### src/rtl/nia_pkg.sv
package nia_pkg;

    typedef enum logic [0:0] {
        ST_MAIN    = 1'b0,
        ST_SERVICE = 1'b1
    } arb_state_t;

endpackage

### src/rtl/nia_pick.sv
module nia_pick #(
    parameter int N_SRC = 8,
    parameter int LVL_W = 3,
    localparam int IDX_W = (N_SRC > 1) ? $clog2(N_SRC) : 1
) (
    input  logic [N_SRC-1:0]       pend,
    input  logic [N_SRC-1:0]       en,
    input  logic [N_SRC*LVL_W-1:0] lvl_flat,
    input  logic [LVL_W-1:0]       run_lvl,
    output logic                   hit,
    output logic [IDX_W-1:0]       win_idx,
    output logic [LVL_W-1:0]       win_lvl
);

    logic [LVL_W-1:0] lvls [N_SRC];
    logic [N_SRC-1:0] elig;

    for (genvar g = 0; g < N_SRC; g++) begin : g_src
        assign lvls[g] = lvl_flat[g*LVL_W +: LVL_W];
        assign elig[g] = pend[g] & en[g] & (lvls[g] < run_lvl);
    end

    // Scan from the top index down so that a tie leaves the lowest index.
    always_comb begin
        hit     = 1'b0;
        win_idx = '0;
        win_lvl = '1;
        for (int i = N_SRC - 1; i >= 0; i--) begin
            if (elig[i] && (!hit || lvls[i] <= win_lvl)) begin
                hit     = 1'b1;
                win_idx = IDX_W'(i);
                win_lvl = lvls[i];
            end
        end
    end

endmodule

### src/rtl/nia_save.sv
module nia_save #(
    parameter int LVL_W = 3,
    localparam int NLEV = 1 << LVL_W
) (
    input  logic             clk,
    input  logic             rst,
    input  logic             push,
    input  logic [LVL_W-1:0] push_lvl,
    input  logic             pop,
    output logic [NLEV-1:0]  held,
    output logic [LVL_W-1:0] rest_lvl
);

    logic [NLEV-1:0] held_q;

    // Most urgent suspended level = lowest set bit; idle level when empty.
    always_comb begin
        rest_lvl = '1;
        for (int i = NLEV - 1; i >= 0; i--) begin
            if (held_q[i]) rest_lvl = LVL_W'(i);
        end
    end

    always_ff @(posedge clk) begin
        if (rst) begin
            held_q <= '0;
        end else if (pop) begin
            held_q <= held_q & ~(NLEV'(1) << rest_lvl);
        end else if (push) begin
            held_q <= held_q | (NLEV'(1) << push_lvl);
        end
    end

    assign held = held_q;

endmodule

### src/rtl/nest_prio_arb.sv
module nest_prio_arb #(
    parameter int N_SRC = 8,
    parameter int LVL_W = 3,
    localparam int IDX_W = (N_SRC > 1) ? $clog2(N_SRC) : 1,
    localparam int NLEV = 1 << LVL_W
) (
    input  logic                   clk,
    input  logic                   rst,
    input  logic [N_SRC-1:0]       irq_pend,
    input  logic [N_SRC-1:0]       irq_en,
    input  logic [N_SRC*LVL_W-1:0] src_lvl,
    input  logic                   gie_set,
    input  logic                   iret,
    output logic                   ack,
    output logic [IDX_W-1:0]       ack_idx,
    output logic [LVL_W-1:0]       cur_lvl,
    output logic                   gie,
    output logic [NLEV-1:0]        nest_lvls
);
    import nia_pkg::*;

    localparam logic [LVL_W-1:0] IDLE_LVL = '1;

    arb_state_t       state_q, state_d;
    logic [LVL_W-1:0] run_lvl_q;
    logic             gie_q;
    logic             ack_q;
    logic [IDX_W-1:0] ack_idx_q;

    logic             hit;
    logic [IDX_W-1:0] win_idx;
    logic [LVL_W-1:0] win_lvl;
    logic [LVL_W-1:0] rest_lvl;
    logic             take;

    nia_pick #(.N_SRC(N_SRC), .LVL_W(LVL_W)) u_pick (
        .pend    (irq_pend),
        .en      (irq_en),
        .lvl_flat(src_lvl),
        .run_lvl (run_lvl_q),
        .hit     (hit),
        .win_idx (win_idx),
        .win_lvl (win_lvl)
    );

    // Return has precedence over accepting a new request.
    assign take = gie_q && hit && !iret;

    nia_save #(.LVL_W(LVL_W)) u_save (
        .clk     (clk),
        .rst     (rst),
        .push    (take),
        .push_lvl(run_lvl_q),
        .pop     (iret),
        .held    (nest_lvls),
        .rest_lvl(rest_lvl)
    );

    // Transitions: ACCEPT, RETURN_NESTED, RETURN_LAST.
    always_comb begin
        state_d = state_q;
        unique case (state_q)
            ST_MAIN: begin
                if (take) state_d = ST_SERVICE;
            end
            ST_SERVICE: begin
                if (iret && rest_lvl == IDLE_LVL) state_d = ST_MAIN;
            end
            default: state_d = ST_MAIN;
        endcase
    end

    always_ff @(posedge clk) begin
        if (rst) state_q <= ST_MAIN;
        else     state_q <= state_d;
    end

    always_ff @(posedge clk) begin
        if (rst) begin
            run_lvl_q <= IDLE_LVL;
            gie_q     <= 1'b0;
            ack_q     <= 1'b0;
            ack_idx_q <= '0;
        end else begin
            ack_q <= take;
            if (take) ack_idx_q <= win_idx;
            if (iret) begin
                run_lvl_q <= (state_q == ST_MAIN) ? IDLE_LVL : rest_lvl;
            end else if (take) begin
                run_lvl_q <= win_lvl;
            end
            if (take)         gie_q <= 1'b0;
            else if (gie_set) gie_q <= 1'b1;
        end
    end

    assign ack     = ack_q;
    assign ack_idx = ack_idx_q;
    assign cur_lvl = run_lvl_q;
    assign gie     = gie_q;

endmodule

### config.mk
export PLATFORM = sky130hd
export DESIGN_NAME = nest_prio_arb
export DESIGN_NICKNAME = d
export VERILOG_FILES = /design/src/rtl/nia_pkg.sv /design/src/rtl/nia_pick.sv /design/src/rtl/nia_save.sv /design/src/rtl/nest_prio_arb.sv
export SDC_FILE = /design/constraint.sdc
export NUM_CORES = 1
export LEC_CHECK = 0
export BUFFER_PORTS_ARGS = -buffer_cell sky130_fd_sc_hd__buf_4
export CAP_MARGIN = 20
export CORE_MARGIN = 1
export CORE_UTILIZATION = 51
export DETAILED_ROUTE_END_ITERATION = 10
export GPL_ROUTABILITY_DRIVEN = 0
export PLACE_DENSITY_LB_ADDON = 0.2
export SLEW_MARGIN = 40
export SYNTH_ARGS = -nofsm -noshare
export SYNTH_HDL_FRONTEND = slang
export SYNTH_SLANG_ARGS = --single-unit
### constraint.sdc
create_clock -name clk -period 15 [get_ports clk]
set_input_delay 2.25 -clock clk [delete_from_list [all_inputs] [get_ports clk]]
set_output_delay 2.25 -clock clk [all_outputs]
set_load 0.03 [all_outputs]
**After elaboration in Yosys (flattened, before gate mapping)**

Index checks and enable logic that the tools add are counted.

- Magnitude comparators: 15
- Equal/unequal tests: 1
- Shift-type cells: 2
- Mux-type cells: 39
- Bitwise operators: 20
- Reduce and logical (&&, ||, !) cells: 27

Operator list:

| cell | count |
|---|---|
| $mux 3 | 23 |
| $lt 3x3->1 | 8 |
| $le 3x3->1 | 7 |
| $and 1x1->1 | 16 |
| $mux 8 | 2 |
| $shl 1x3->8 const A | 2 |
| $mux 1 | 11 |
| $logic_and 1x1->1 | 10 |
| $and 8x8->8 | 1 |
| $logic_not 1->1 | 8 |
| $not 8->8 | 1 |
| $or 8x8->8 | 1 |
| $logic_or 1x1->1 | 7 |
| $mux 2 | 2 |
| $eq 3x3->1 const B | 1 |
| $pmux 1 s2 | 1 |
| $reduce_bool 2->1 | 1 |
| $reduce_or 2->1 | 1 |
| $not 1->1 | 1 |

- Bits in registers: 17
- Input port bits: 44
- Output and inout port bits: 16
- Logic and storage cells: 110

**Longest topological paths before layout**

Gate-level depths: netlist (run 1).

- Depth after elaboration: 35
- Mapped depth: 58
- Mapped depth without buffers: 58

**Modules after synthesis**

Synthesis (run 1) repeated with hierarchy kept, for this count alone.

- Cell total of the unflattened synthesis: 281
- Area total of the unflattened synthesis: 2280.9 µm²

Modules (own cells, without submodules):

| module | instances | cells each | area each (µm²) | sequential area each (µm²) |
|---|---|---|---|---|
| nia_pick | 1 | 189 | 1455.1 | 0.0 |
| nia_save | 1 | 55 | 461.7 | 160.2 |
| nest_prio_arb | 1 | 37 | 364.1 | 180.2 |

**Worst setup path before layout (run 1)**

OpenSTA, ideal clock, no wires.

- Path type: input to register
- From: in src_lvl[23]
- To: reg run_lvl_q[0] (netlist: cur_lvl[0])
- Setup time: 0.122 ns
- Arrival time: 11.575 ns
- Required time: 14.878 ns
- Slack: 3.303 ns
- Stages: 54
- Buffers on the path: 1
- Cells stage by stage: ha_1 > a311oi_2 > nand2_1 > nor2_1 > ha_1 > a31oi_1 > a21oi_1 > or2_2 > o22ai_1 > ha_1 > nor2b_1 > o21a_1 > o21ai_0 > o21a_1 > nand2_1 > and2_1 > ha_1 > nor2b_1 > [18 not listed] > a21o_1 > a21o_1 > o21ai_0 > ha_1 > a21o_1 > a21oi_1 > a31oi_1 > a21oi_2 > a21oi_1 > a22oi_1 > ha_1 > nor2b_1 > o21a_1 > o21ai_0 > nor2b_1 > nor3b_4 > nor2b_1 > a221o_1

- Cells in the longest elaborated chain, start to end: 34
- Elaborated cells on any way between the ends: 51
- Classes of those cells: 8 x order compare; 18 x mux; 1 x bitwise; 24 x reduce/logical

RTL lines:

| item | line | text |
|---|---|---|
| start: declaration | nest_prio_arb.sv:11 | `input logic [N_SRC*LVL_W-1:0] src_lvl,` |
| $lt 3x3->1 | nia_pick.sv:20 | `assign elig[g] = pend[g] & en[g] & (lvls[g] < run_lvl);` |
| $and 1x1->1 | nia_pick.sv:20 |  |
| $mux 3 or $mux 1 (tied branches) | nia_pick.sv:29 | `if (elig[i] && (!hit \|\| lvls[i] <= win_lvl)) begin` |
| $le 3x3->1 or $logic_not 1->1 (tied branches) | nia_pick.sv:29 |  |
| $logic_or 1x1->1 | nia_pick.sv:29 |  |
| $logic_and 1x1->1 | nia_pick.sv:29 |  |
| $mux 3 or $mux 1 (tied branches) | nia_pick.sv:29 |  |
| $le 3x3->1 or $logic_not 1->1 (tied branches) | nia_pick.sv:29 |  |
| [17 not listed] | n/a |  |
| $logic_and 1x1->1 | nia_pick.sv:29 |  |
| $mux 3 or $mux 1 (tied branches) | nia_pick.sv:29 |  |
| $le 3x3->1 or $logic_not 1->1 (tied branches) | nia_pick.sv:29 |  |
| $logic_or 1x1->1 | nia_pick.sv:29 |  |
| $logic_and 1x1->1 | nia_pick.sv:29 |  |
| $mux 1 | nia_pick.sv:29 |  |
| $logic_and 1x1->1 (2 in series) | nest_prio_arb.sv:47 | `assign take = gie_q && hit && !iret;` |
| $reduce_bool 2->1 (no source line) | n/a |  |
| end signal: assignment | nest_prio_arb.sv:88 | `run_lvl_q <= (state_q == ST_MAIN) ? IDLE_LVL : rest_lvl;` |
| end signal: assignment | nest_prio_arb.sv:90 | `run_lvl_q <= win_lvl;` |
| end: declaration | nest_prio_arb.sv:25 | `logic [LVL_W-1:0] run_lvl_q;` |

Parallel ways exist; a longest one is shown, timed or not. The select of a mux whose other input is x is not followed.
A chain may end at the register's enable or synchronous reset.

**Worst setup path in the final report (run 1)**

Ends and elaborated chain as after synthesis.

==> results of run 1 <==
==> cell usage in the layout, fill, tap and decap left out, types with 4 or more instances in the layout <==
cell type,count
a31oi_1,11
o21a_1,8
nor2_1,23
nand3_1,7
nor3b_1,4
a21o_1,7
nor3_1,6
a21oi_1,12
nor2b_1,10
nand2b_1,5
o221ai_1,5
buf_4,59
nand2_1,25
inv_1,17
dfxtp_1,17
ha_1,37
o21ai_0,18
==> path summary, 6_finish.rpt <==
path	slack (ns)	depth (start not counted)	to	startpoint
setup / recovery	2.17	54	cur_lvl[0]	src_lvl[23]
hold / removal	0.46	2	ack_idx[0]	ack_idx[0]
setup reg to reg	3.46	54	cur_lvl[0]	cur_lvl[2]
hold reg to reg	0.46	2	ack_idx[0]	ack_idx[0]
==> worst register-to-register path, delay by kind of cell, from the launching register on <==
kind / cells / cell delay, ns
DFF: 1 / 0.46
buffers and inverters: 2 / 0.37
adders and majority gates: 8 / 2.38
muxes: 1 / 0.17
and+or+nand+nor: 14 / 2.21
AOI/OAI and AO/OA: 29 / 5.84
==> per-layer routing <==
metal / vias up / GRT usage (%)
li1: 1159 / -
met1: 1016 / 34.8
met2: 70 / 42.6
met3: 4 / 2.70
met4: 0 / 2.13
met5: - / 0
==> stage by stage <==
step           power, mW  utilization, %  hold slack [ns]
4_1_cts            0.182            66.9            0.461
3_3_place_gp       0.144            65.7            0.441
2_1_floorplan      0.119               -            0.471
3_5_place_dp       0.146            65.7            0.451
5_1_grt            0.196            66.9            0.488
6_report           0.182            66.9            0.460
==> kinds of logic (layout without fill, tap and decap cells) <==
logic type                 Yosys count  count (layout)  share of synthesized area, %
muxes                                3               3                          1.43
DFF                                 17              17                          15.5
adders and majority gates           37              37                          21.1
and+or+nand+nor                     95              95                          22.7
AOI/OAI and AO/OA                  100             100                          34.9
buffers and inverters               23              81                          4.34
==> flip-flops by register name, summed over array words and instances, names as in the netlist <==
signal / cells
ack: 1
cur_lvl: 3
ack_idx: 3
gie: 1
state_q: 1
u_save.held: 8
==> power by group <==
group          internal [mW]  switching (mW)
combinational         0.0442          0.0518
clock                 0.0187          0.0172
sequential            0.0470         0.00290
total                  0.110          0.0718
==> layout make-up <==
type	instances	area, µm²	share of cell area [%]
multi-input combinational	235	1750	64.6
clock buffer	3	41.3	1.52
timing repair buffer	59	443	16.3
clock inverter	1	7.51	0.276
tap	50	62.6	2.30
sequential	17	340	12.5
inverter	18	67.6	2.49
==> results.md, run 1 <==
* Seq/Total Area, Yosys at between 10% and 20%
* Final Setup Violations at 0
* Fin crit period at 12.83 ns
* ANT cells at 0
* Initial Utilization at 54.0%
* Setup ws final at 2.17 ns
* First-pass GRT wire length at slightly below 9 mm
* Final slew viol count at 0
* Area leader, netlist: ha_1
* Primary FF master, synth: dfxtp_1
* Async SR Flop Fraction at 0%
* TritonCTS Sinks at 17
* Routed via count at approximately 2,200
* Final period util at 85.5%
* Layout cells sized above 1 at 25.5%
* Worst path max stage delay at ~0.48 ns
* Post-synthesis cell type count at 60
* Upper clock frequency limit at 78.0 MHz
* Post-synth EDFFs at 0
* Most common cell in the netlist: ha_1
* Mapped Area at 2190 µm²
* Met2 wire len at approximately 2.6 mm
* Avg WL per Cell at 14.4 µm
* Initial drt markers at about 110
* Yosys reg bits at 17
* Worst path slowest cell: a31oi_2
* Routed wl met3 at 280 µm
* Fill count at 384
* Post_cts resized at 0
* Die X-Extent at slightly below 70 µm
* Die height at 67.5 µm
* Largest cells by area after synthesis: ha_1 21%, dfxtp_1 16%, nand2_1 4.3%
* Nets at 415
* Placed Cells at 379
* CTS tree: yes
* Largest net degree at the start of global routing at 18
* Crit path max fanout at 10
* Critical Path Most Common Cell: ha_1
* Post-Syn Nets at 356
* Vias in the first global route at 2,019
* Average cell area after synthesis at 7.96 µm²
* Skew final at 0.00350 ns
* Commonest cells in the netlist: 37 x ha_1, 25 x nand2_1, 23 x nor2_1
* Crit Path Category: input pin to flip-flop
* CTS Buffer Depth at 2
* Status: finished, final reports clean
* Buffers and inverters on the worst path at 2
* IO buf count at between 50 and 60
* Min-Delay Path Class: flip-flop to flip-flop
* Clock root cell: clkbuf_8
* GRT overflow at 0
* Final HPWL DP at 4.44 mm
* Initial antenna violation count at 0
* Final Hold Vio Count at 0
* Power Dens Cells at 66.9 nW/µm²
* CP arrival at 12.97 ns
* Total track usage at 25.1%
* Antenna Violating Nets Remaining at 0
* H-tree levels at 1
* P&R area growth vs syn at 24.1%
* RSZ-0062 raised after global routing: no
* Slew margin rel. at 59.0%
* Final Cell Area at roughly 2700 µm²
* Total Neg Setup Slack at 0 ns
* Max-cap violations at 0
* Metal1 wirelength at 2.65 mm
* Final WL at 5.53 mm
* Finished Layout Cells at 383
* Share of the synthesized area in the top cell type at 21.1%
* Cell Rows at 23
* Placed inst area at 2670 µm²
* Insertion delay to the later sink of the worst-skew pair at around 0.25 ns
* Delay-heaviest family, CP: compound AO/OA/AOI/OAI gates
* Vias per cell at around 6
* Maximum vdd ir drop at 0.0311 mV
* Top sig layer: met4
* CTS Buf Count at 3
* Post-CTS setup repair buffer count at 0
* Worst Setup End Kind: flip-flop
* Top-Level Pins at 60
* Cell count after synthesis at 275
* Pre-CTS setup slack at 2.02 ns
* Core ar. at 4060 µm²
* Total leakage power at 1.28 nW
* # hold bufs at CTS at 0
* Required time of the critical path at 15.15 ns
* Worst-path clk slew at 0.07 ns
* Startpoint Class: input pin
* Ys Warns at 0
* DR DRC count at 0
* Actual slew at the worst max-slew pin at just over 0.6 ns
* Die area at 4560 µm²
* DR pass1 iterations at 4
(Power assumes the default switching activity.)
==> run 2: changes to the inputs <==
--- a/config.mk
+++ b/config.mk
@@ -12,6 +12,7 @@
 export DETAILED_ROUTE_END_ITERATION = 10
 export GPL_ROUTABILITY_DRIVEN = 0
 export PLACE_DENSITY_LB_ADDON = 0.2
+export REMOVE_ABC_BUFFERS = 1
 export SLEW_MARGIN = 40
 export SYNTH_ARGS = -nofsm -noshare
 export SYNTH_HDL_FRONTEND = slang
==> run 2 against run 1 <==
  * Via count increased by 3.5%
  * Largest cell class unchanged
  * Sequential share of layout area about the same
  * Sequential cell count unchanged
  * Total power increased by 0.40%
  * Combinational power increased by 2.5%
  * Utilization increased by 0.12 points
  * Critical endpoint is now cur_lvl[1]
  * Fmax decreased by 0.76%
==> results.md, run 2 (synthesis gave the netlist of run 1 again) <==
* Post-CTS setup repair buffer count at 0
* Total track usage at about a quarter
* Buffers and inverters on the worst path at 2
* Final Setup Violations at 0
* Total Neg Setup Slack at 0 ns
* Reg2reg end: cur_lvl[1]
* R2R setup slack at 3.35 ns
* Required time of the critical path at 15.17 ns
* Fill count at 359
* CTS Buffer Depth at 2
* Vias in the first global route at 2,046
* R2R depth at 54
* Clock root cell: clkbuf_8
* GRT overflow at 0
* Insertion delay to the later sink of the worst-skew pair at between 0.2 and 0.3 ns
* Actual slew at the worst max-slew pin at 0.545 ns
* RR Startpoint: cur_lvl[2]
* Die height at 67.5 µm
* Status: finished, final reports clean
* Maximum vdd ir drop at 0.0836 mV
* Total leakage power at 1.29 nW
* Cell Rows at 23
* Most frequent cells in the layout: 60 x buf_4, 37 x ha_1, 25 x nand2_1
* Worst Hold Endpoint: ack_idx[0]
* TritonCTS Sinks at 17
* Initial drt markers at 178
* Worst path slowest cell: a31oi_2
* Commonest non-fill, non-tap cell in the layout: buf_4
* Final WL at 5.78 mm
* Routed via count at 2,328
* Placed Cells at 380
* Final slew viol count at 0
* HP Start: ack_idx[0]
* Antenna Violating Nets Remaining at 0
* First-pass GRT wire length at between 9 and 10 mm
* P&R area growth vs syn at 24.3%
* # hold bufs at CTS at 0
* Finished Layout Cells at 384
* Worst-path clk slew at 0.07 ns
* Core ar. at approximately 4000 µm²
* RSZ-0062 raised after global routing: no
* DR DRC count at 0
* Vias per cell at 6.06
* IO buf count at 59
* Skew final at 0.00411 ns
* Nets at around 420
* Power Dens Cells at approximately 67 nW/µm²
* Crit Path Category: input pin to flip-flop
* Layout cells sized above 1 at 25.7%
* Initial antenna violation count at 0
* Top-Level Pins at 60
* Crit path max fanout at 10
* Delay-heaviest family, CP: compound AO/OA/AOI/OAI gates
* Final HPWL DP at 4.59 mm
* Post-layout util at 67.1%
* Die area at roughly 4600 µm²
* Die X-Extent at 67.5 µm
* WHS Path Cells at 2
* Max-cap violations at 0
* Area of the multi-input gates at around 1800 µm²
* CTS Buf Count at 3
* Avg WL per Cell at about 15 µm
* Initial Utilization at a little over half
* Fin crit period at 12.92 ns
* Worst Setup End Kind: flip-flop
* ANT cells at 0
* CP arrival at 13.09 ns
* Min-Delay Path Class: flip-flop to flip-flop
* H-tree levels at 1
* Post_cts resized at 0
* Upper clock frequency limit at between 70 and 80 MHz
* Max FFs per register at 8
* CTS tree: yes
* Final Hold Vio Count at 0
* Largest net degree at the start of global routing at 18
* Worst path max stage delay at 0.45 ns
* Startpoint Class: input pin
* Final period util at a little under nine tenths
* Slew margin rel. at between 60% and 70%
* DR pass1 iterations at 5
* Register Area at 340 µm²
-- run 2: how the worst max path moves through the flow --
stage,slack (ns),from,to,depth (start not counted)
floorplan,3.32,src_lvl[23],cur_lvl[0],53
finish,2.08,src_lvl[23],cur_lvl[1],54
detailed placement,2.07,src_lvl[23],cur_lvl[1],54
global route,1.31,src_lvl[23],cur_lvl[1],54
global placement,2.37,src_lvl[23],cur_lvl[1],54
CTS,2.32,src_lvl[23],cur_lvl[1],54
-- run 2: through the flow --
step	cell area [µm²]	hold WS, ns	total power, mW	worst slack (ns)
floorplan	2160	0.471	0.117	3.32
global placement	2680	0.459	0.144	2.37
detailed placement	2680	0.481	0.147	2.07
CTS	2720	0.491	0.182	2.32
global route	2720	0.511	0.197	1.31
finish	2720	0.486	0.182	2.08
-- run 2: report_power, final --
part / switching, mW / total (mW) / internal (mW)
Sequential: 0.00216 / 0.0492 / 0.0470
Combinational: 0.0537 / 0.0984 / 0.0447
Clock: 0.0164 / 0.0349 / 0.0185
-- run 2: area by class of cell --
cell class              count  area share, %
flip-flops and latches     17           12.5
inverters                  18           2.48
well taps                  50           2.30
repair buffers             60           16.6
clock inverters             1          0.184
multi-input cells         235           64.5
clock buffers               3           1.52
-- run 2: worst reg2reg max path, delay by kind of cell, from the launching register on --
family / cells / cell delay, ns
AO/OA/AOI/OAI: 28 / 5.42
multiplexers: 2 / 0.57
flip-flops: 1 / 0.47
buffers and inverters: 2 / 0.39
AND/OR/NAND/NOR: 14 / 2.43
adder cells (fa/ha/maj): 8 / 2.31
-- run 2: routing by layer --
layer  global-route usage, %  vias to the layer above  routed length, µm  share of wire, %
met5                       0                        -                  0                 0
met3                    3.38                        6                421               7.3
li1                        -                     1165                  -                 -
met4                    3.72                        0                 34              0.59
met2                    44.1                       90               2670                46
met1                    37.2                     1067               2650                46
